**config.mk**
```make
export PLATFORM = sky130hd
export DESIGN_NAME = lmd_operand_fetch
export DESIGN_NICKNAME = d
export VERILOG_FILES = /design/src/rtl/lmd_pkg.sv /design/src/rtl/lmd_ctrl_fsm.sv /design/src/rtl/lmd_cmd_reg.sv /design/src/rtl/lmd_extract.sv /design/src/rtl/lmd_operand_fetch.sv
export SDC_FILE = /design/constraint.sdc
export NUM_CORES = 1
export LEC_CHECK = 0
export BUFFER_PORTS_ARGS = -buffer_cell sky130_fd_sc_hd__buf_2
export CORE_ASPECT_RATIO = 0.5
export CORE_UTILIZATION = 45
export CTS_CLUSTER_DIAMETER = 30
export DETAILED_ROUTE_END_ITERATION = 10
export PLACE_DENSITY = 0.8
export SYNTH_ARGS = -nofsm -noshare
export SYNTH_HDL_FRONTEND = slang
export SYNTH_SLANG_ARGS = --single-unit
```
**constraint.sdc**
```tcl
create_clock -name clk -period 2 [get_ports clk]
set_input_delay 0.4 -clock clk [delete_from_list [all_inputs] [get_ports clk]]
set_output_delay 0.4 -clock clk [all_outputs]
set_load 0.01 [all_outputs]
```
**src/rtl/lmd_pkg.sv**
```systemverilog
package lmd_pkg;

    localparam int OFFS_W = 16;
    localparam int FMT_W  = 3;
    localparam int WORD_W = 32;

    typedef enum logic [FMT_W-1:0] {
        FMT_U8   = 3'd0,
        FMT_U16  = 3'd1,
        FMT_U32  = 3'd2,
        FMT_U32A = 3'd3,
        FMT_S8   = 3'd4,
        FMT_S16  = 3'd5,
        FMT_U32B = 3'd6,
        FMT_U32C = 3'd7
    } fmt_e;

    typedef enum logic [1:0] {
        ST_IDLE  = 2'd0,
        ST_ISSUE = 2'd1,
        ST_WAIT  = 2'd2,
        ST_DONE  = 2'd3
    } fetch_st_e;

endpackage

```
**src/rtl/lmd_ctrl_fsm.sv**
```systemverilog
module lmd_ctrl_fsm
    import lmd_pkg::*;
(
    input  logic clk,
    input  logic rst_n,
    input  logic start_i,
    input  logic mem_valid_i,
    output logic accept_o,
    output logic capture_o,
    output logic mem_req_o,
    output logic done_o,
    output logic busy_o
);

    fetch_st_e state_q;
    fetch_st_e state_d;

    always_comb begin
        state_d = state_q;
        unique case (state_q)
            ST_IDLE:  if (start_i)     state_d = ST_ISSUE;
            ST_ISSUE:                  state_d = ST_WAIT;
            ST_WAIT:  if (mem_valid_i) state_d = ST_DONE;
            ST_DONE:                   state_d = ST_IDLE;
            default:                   state_d = ST_IDLE;
        endcase
    end

    always_ff @(posedge clk or negedge rst_n) begin
        if (!rst_n) state_q <= ST_IDLE;
        else        state_q <= state_d;
    end

    always_comb begin
        accept_o  = 1'b0;
        capture_o = 1'b0;
        mem_req_o = 1'b0;
        done_o    = 1'b0;
        busy_o    = 1'b1;
        unique case (state_q)
            ST_IDLE: begin
                busy_o   = 1'b0;
                accept_o = start_i;
            end
            ST_ISSUE: mem_req_o = 1'b1;
            ST_WAIT:  capture_o = mem_valid_i;
            ST_DONE:  done_o    = 1'b1;
            default:  busy_o    = 1'b0;
        endcase
    end


    req_one_cycle_chk: assert property (@(posedge clk) disable iff (!rst_n)
        mem_req_o |=> !mem_req_o);


    done_one_cycle_chk: assert property (@(posedge clk) disable iff (!rst_n)
        done_o |=> !done_o);


    done_after_valid_chk: assert property (@(posedge clk) disable iff (!rst_n)
        done_o |-> $past(mem_valid_i));

endmodule

```
**src/rtl/lmd_cmd_reg.sv**
```systemverilog
module lmd_cmd_reg
    import lmd_pkg::*;
#(
    parameter int CTRL_W = 32,
    parameter int ADDR_W = OFFS_W,
    parameter int FMTW   = FMT_W
) (
    input  logic              clk,
    input  logic              rst_n,
    input  logic              load_i,
    input  logic [CTRL_W-1:0] ctrl_i,
    output logic [ADDR_W-1:0] addr_o,
    output logic [FMTW-1:0]   fmt_o
);

    localparam int FMT_LSB = ADDR_W;
    localparam int FMT_MSB = ADDR_W + FMTW - 1;

    always_ff @(posedge clk or negedge rst_n) begin
        if (!rst_n) begin
            addr_o <= '0;
            fmt_o  <= '0;
        end else if (load_i) begin
            addr_o <= ctrl_i[ADDR_W-1:0];
            fmt_o  <= ctrl_i[FMT_MSB:FMT_LSB];
        end
    end

endmodule

```
**src/rtl/lmd_extract.sv**
```systemverilog
module lmd_extract
    import lmd_pkg::*;
#(
    parameter int DW = WORD_W
) (
    input  logic [DW-1:0]    raw_i,
    input  logic [FMT_W-1:0] fmt_i,
    output logic [DW-1:0]    value_o
);

    localparam int BYTE_W = 8;
    localparam int HALF_W = 2 * BYTE_W;

    logic [BYTE_W-1:0] lane8;
    logic [HALF_W-1:0] lane16;

    assign lane8  = raw_i[BYTE_W-1:0];
    assign lane16 = raw_i[HALF_W-1:0];

    always_comb begin
        unique case (fmt_e'(fmt_i))
            FMT_U8:  value_o = {{(DW-BYTE_W){1'b0}}, lane8};
            FMT_U16: value_o = {{(DW-HALF_W){1'b0}}, lane16};
            FMT_S8:  value_o = {{(DW-BYTE_W){lane8[BYTE_W-1]}}, lane8};
            FMT_S16: value_o = {{(DW-HALF_W){lane16[HALF_W-1]}}, lane16};
            FMT_U32, FMT_U32A, FMT_U32B, FMT_U32C: value_o = raw_i;
            default: value_o = raw_i;
        endcase
    end

endmodule

```
**src/rtl/lmd_operand_fetch.sv**
```systemverilog
module lmd_operand_fetch
    import lmd_pkg::*;
(
    input  logic              clk,
    input  logic              rst_n,
    input  logic              start_i,
    input  logic [WORD_W-1:0] ctrl_i,
    output logic              mem_req_o,
    output logic [OFFS_W-1:0] mem_addr_o,
    input  logic              mem_valid_i,
    input  logic [WORD_W-1:0] mem_rdata_i,
    output logic [WORD_W-1:0] result_o,
    output logic              done_o
);

    logic             accept;
    logic             capture;
    logic             busy;
    logic [FMT_W-1:0] fmt_q;
    logic [WORD_W-1:0] ext_val;

    lmd_ctrl_fsm i_fsm (
        .clk         (clk),
        .rst_n       (rst_n),
        .start_i     (start_i),
        .mem_valid_i (mem_valid_i),
        .accept_o    (accept),
        .capture_o   (capture),
        .mem_req_o   (mem_req_o),
        .done_o      (done_o),
        .busy_o      (busy)
    );

    lmd_cmd_reg #(
        .CTRL_W (WORD_W),
        .ADDR_W (OFFS_W),
        .FMTW   (FMT_W)
    ) i_cmd (
        .clk    (clk),
        .rst_n  (rst_n),
        .load_i (accept),
        .ctrl_i (ctrl_i),
        .addr_o (mem_addr_o),
        .fmt_o  (fmt_q)
    );

    lmd_extract #(.DW(WORD_W)) i_ext (
        .raw_i   (mem_rdata_i),
        .fmt_i   (fmt_q),
        .value_o (ext_val)
    );

    always_ff @(posedge clk or negedge rst_n) begin
        if (!rst_n)       result_o <= '0;
        else if (capture) result_o <= ext_val;
    end


    addr_held_chk: assert property (@(posedge clk) disable iff (!rst_n)
        (busy && $past(busy)) |-> ($stable(mem_addr_o) && $stable(fmt_q)));


    result_hold_chk: assert property (@(posedge clk) disable iff (!rst_n)
        !done_o |-> $stable(result_o) || $rose(done_o));


    ubyte_zero_chk: assert property (@(posedge clk) disable iff (!rst_n)
        (done_o && fmt_q == FMT_U8) |-> (result_o[WORD_W-1:8] == '0));


    sbyte_ext_chk: assert property (@(posedge clk) disable iff (!rst_n)
        (done_o && fmt_q == FMT_S8) |->
            (result_o[WORD_W-1:8] == {(WORD_W-8){result_o[7]}}));

endmodule

```
Yosys cells after proc, flatten, opt, wreduce, memory -nomap -nowiden
Cells that the tools add are included.
{ "word_totals": {"ff_bits": 53, "inputBits": 68, "out_inout_bits": 50} }
{ "op_classes": {"mux": 8, "n_reduce_logical": 4, "eq_ne": 12} }
{ "op_table": {"columns": ["cell", "count"], "rows": [
  ["case mux 32 bit (5 select lines)", 1],
  ["== test 3 bit (second input constant)", 4],
  ["case mux 2 bit (4 select lines)", 1],
  ["== test 3 x 2 -> 1 bit (second input constant)", 2],
  ["== test 2 bit (second input constant)", 2],
  ["two-way mux 1 bit", 4],
  ["two-way mux 2 bit", 2],
  ["!= test 2 bit (second input constant)", 2],
  ["OR reduction 4 bit", 1],
  ["== test 3 x 1 -> 1 bit (second input constant)", 1],
  ["logical NOT 3 bit", 1],
  ["== test 2 x 1 -> 1 bit (second input constant)", 1],
  ["logical NOT 2 bit", 1],
  ["AND reduction 2 bit", 1]
]} }

Longest topological paths before layout
{ "depth": {"depth_word": 3, "depth_mapped": 7, "depth_no_buf": 5} }

By module
A second synthesis with hierarchy kept.
{ "unflattened": {"cells_unflattened": 189, "hier_area_um2": 2657.5} }
{ "by_module_without_submodules": {"columns": ["module", "instances", "seq_area_each_um2", "cells_per_inst", "area_per_inst_um2"], "rows": [
  ["lmd_operand_fetch", 1, 800.8, 68, 1345.0],
  ["lmd_cmd_reg", 1, 475.5, 40, 758.2],
  ["lmd_extract", 1, 0.0, 66, 385.4],
  ["lmd_ctrl_fsm", 1, 50.0, 15, 168.9]
]} }

Worst setup path after synthesis
Ideal clock, no wire load.
{ "synth_timing": {"kind": "register to register", "start": "register i_fsm.state_q[0]", "end": "register i_cmd.addr_o[10]", "synth_period_minus_slack_ns": 1.424, "n_path_buf": 1, "t_required_ns": 1.875, "slack_ns": 0.576, "path_stages_with_launch": 6, "setup_ns": 0.125, "arrival_time_ns": 1.300, "path_cell_list": "dfrtp_1 inv_1 ha_1 nand2_2 buf_6 mux2_2"} }
{ "synth_between": {"elab_chain_len": 2} }
{ "synth_lines": {"columns": ["item", "line", "rtl"], "rows": [
  ["start: declaration", "lmd_ctrl_fsm.sv:15", "fetch_st_e state_q;"],
  ["start signal: assignment", "lmd_ctrl_fsm.sv:31", "else state_q <= state_d;"],
  ["logical NOT 2 bit", null, null],
  ["two-way mux 1 bit", "lmd_ctrl_fsm.sv:40", "unique case (state_q)"],
  ["end signal: assignment", "lmd_cmd_reg.sv:24", "addr_o <= ctrl_i[ADDR_W-1:0];"],
  ["end: declaration", "lmd_cmd_reg.sv:12", "output logic [ADDR_W-1:0] addr_o,"]
]} }
Every way passes these cells.
A chain may end at the register's enable or synchronous reset.

Final worst setup path
{ "layout_timing": {"start": "register i_fsm.state_q[0]", "end": "register i_cmd.addr_o[5]"} }
The elaborated chain is that of the path after synthesis.

==> reports/qor.tcl <==
set qor(peak_supply_drop_mv) 0.8562
set qor(power_density_nw_per_um2) 1545
set qor(design.die.area_um2) 5409
set qor(detailroute.via_count) 1767
set qor(syn-mean-instance-area_um2) 11.48
set qor(ys_ff_latch) 53
set qor(dp_hpwl_um) 3430
set qor(worstPathArrival_ns) 1.76
set qor(grt_antenna_before_repair) 0
set qor(pin_count) 118
set qor(post-route-min-period_ns) 1.584
set qor(yosys.area.top_type) {dfrtp_1}
set qor(hold_buffers) 1
set qor(final_layout_size_suffix_gt1_share_pct) 51.16
set qor(groute.usage.overall_pct) 18.54
set qor(grt_setup_unrepaired) {no}
set qor(synth_seq_area_share_pct) 57.77
set qor(drc_errors) 0
set qor(grt.met3_usage_pct) 4.800
set qor(top_usage_layer) {met2}
set qor(syn-num-nets) 273
set qor(crit_path_max_fanout) 19
set qor(synth.area.mux_share_pct) 10.46
set qor(grt_use_met1_pct) 19.98
set qor(grt_util_met2_pct) 35.89
set qor(synth_cell_type_count) 21
set qor(detail-route-antenna-nets) 0
set qor(dr.first_iter.drc_count) 51
set qor(placed_cells_incl_taps) 360
set qor(final_nets) 375
set qor(route.detailed.wl_per_inst_um) 12.86
set qor(crit_path_end_kind) {register}
set qor(cts-buffers-inserted) 5
set qor(totalNegativeSetupSlack_ns) 0
set qor(synth_compound_gate_area_share_pct) 14.06
set qor(vias_per_cell) 4.789
set qor(area.growth.synth_to_final_pct) 27.90
set qor(maxCapViolations) 0
set qor(largest_family_of_logic_cells_by_synthesized_area) {compound AO/OA/AOI/OAI gates}
set qor(grt_overflow_total) 0
set qor(dpl_cell_area_um2) 2843
set qor(cts_max_level) 2
set qor(clock-skew-final_ns) 0.008519
set qor(post-cts-setup-buffers) 0
set qor(timing.setup.critical_path_class) {register to register}
set qor(postLayoutCellArea_um2) 2937
set qor(period_share_pct) 79.22
set qor(cts_max_path_buffers) 2
set qor(cellLeakagePower_nw) 1.498
set qor(slew_viol_final) 0
set qor(critPathLaunchType) {register}
set qor(clock-root-buffer) {clkbuf_8}
set qor(stdcell_count) 369
set qor(setup_viol_count_final) 0
set qor(clk_latency_ns) 0.30
set qor(worst-endpoint-required_ns) 2.18
set qor(antennaDiodeCount) 0
set qor(start_util_pct) 49.51
set qor(die_y_um) 52.51
set qor(finalHoldViolCount) 0
set qor(die-width_um) 103.0
set qor(yosys_warnings) 0
set qor(detail_route.wirelength_um) 4745
set qor(synth_top_area_share_pct) 57.77
set qor(clock_sinks) 53
set qor(fp.coreArea_um2) 4637
set qor(routabilityCongestion) 0.6882
set qor(hold_path_class) {input port to register}
set qor(run_status) {completed}
set qor(tightestPinTransition_ns) 0.6198
set qor(clk_pin_slew_worst_paths_ns) 0.09
set qor(synth-simple-area-share_pct) 10.52
set qor(post_synth_fa_ha_maj_area_fraction_pct) 2.725
set qor(std_cell_rows) 17
set qor(io_buffer_count) 104
set qor(max-slew-margin-rel_pct) 58.68
set qor(synth_xor_area_share_pct) 0
set qor(cts_repair_resize_count) 0
set qor(syn-instance-count) 200
set qor(syn-cell-area_um2) 2296
set qor(synth.area.top_cells) {dfrtp_1 (58%), mux2_2 (9.8%), a21oi_2 (6.9%)}
set qor(achievable-frequency_mhz) 631.1
set qor(detail_route.first_pass.iterations) 4
set qor(grt_pass1_wl_um) 7445
set qor(first_global_vias) 1714
set qor(maximum_number_of_pins_on_one_net_before_global_route_repair) 45
set qor(cts_tree) {yes}
## layer usage
layer,vias to the layer above,share of wire [%]
met5,-,0
met4,0,0.84
met2,59,52
met3,6,5.2
met1,830,41
li1,872,-
## area by class of cell
class	count	area, um^2
clock buffer	7	76.32
multi-input combinational	131	867.1
clock inverter	1	7.507
fill	395	1700
sequential	53	1326
inverter	3	11.26
tap	66	82.58
timing repair buffer	108	565.5
## report_power, final
group | total, mW | internal (mW) | switching [mW]
sequential | 1.93 | 1.60 | 0.333
clock | 0.580 | 0.248 | 0.331
combinational | 2.02 | 0.945 | 1.08
total | 4.54 | 2.80 | 1.74
## flip-flops by register name, indices dropped and copies added (netlist names)
name,cells
i_cmd.addr_o,16
i_cmd.fmt_o,3
i_fsm.state_q,2
result_o,32
## path summary, 6_finish.rpt
| path | start | to | slack (ns) | cells past startpoint |
|---|---|---|---|---|
| min reg2reg | result_o[1] | result_o[1] | 0.48 | 2 |
| min | mem_rdata_i[1] | result_o[1] | 0.29 | 3 |
| max in group asynchronous | rst_n | result_o[9] | 1.01 | 3 |
| max reg2reg | i_fsm.state_q[0] | i_cmd.addr_o[5] | 0.42 | 4 |
| min in group asynchronous | rst_n | i_cmd.addr_o[2] | 0.50 | 2 |
| max | i_fsm.state_q[0] | i_cmd.addr_o[5] | 0.42 | 4 |
## worst max-delay path, cell delays in order, from the launching register on
cell	delay, ns
dfrtp_1	0.40
inv_1	0.10
ha_1	0.23
nand2_2	0.35
mux2_2	0.39
## kinds of logic (layout without fill, tap and decap cells)
group | after synthesis | count (layout)
AO/OA/AOI/OAI | 50 | 50
AND/OR/NAND/NOR | 55 | 55
multiplexers | 21 | 21
flip-flops | 53 | 53
adder cells (fa/ha/maj) | 5 | 5
buffers and inverters | 16 | 119
## synthesized netlist by cell type, drive strengths merged
master	number
nor2	16
and2	1
inv	3
ha	5
a21oi	41
clkbuf	3
mux2	21
nor2b	1
buf	10
o32a	1
nand3b	1
nand2	34
and4bb	1
o21ai	8
or2	1
dfrtp	53
## placed cells by master (no fill, tap or decap), types with 2 or more instances in the layout
cell type and count:
clkbuf_8 5, a21oi_1 23, inv_1 3, dfrtp_1 53, mux2_2 20, buf_2 104
nand2_1 33, o21ai_1 8, ha_1 5, nor2_1 16, clkbuf_1 2, a21oi_2 18
buf_4 2
## through the flow
stage | worst slack [ns] | utilization (%) | power, mW | hold slack (ns)
after global routing | 0.3281 | 63.33 | 4.904 | 0.2858
final | 0.4155 | 63.33 | 4.537 | 0.2884
after floorplan | 0.5756 | - | 3.306 | 0.1044
after CTS | 0.3841 | 63.33 | 4.600 | 0.2772
after global placement | 0.4851 | 61.31 | 3.887 | 0.2722
after detailed placement | 0.4038 | 61.31 | 4.004 | 0.2831
Note: power is estimated with default switching activity, not from simulation.
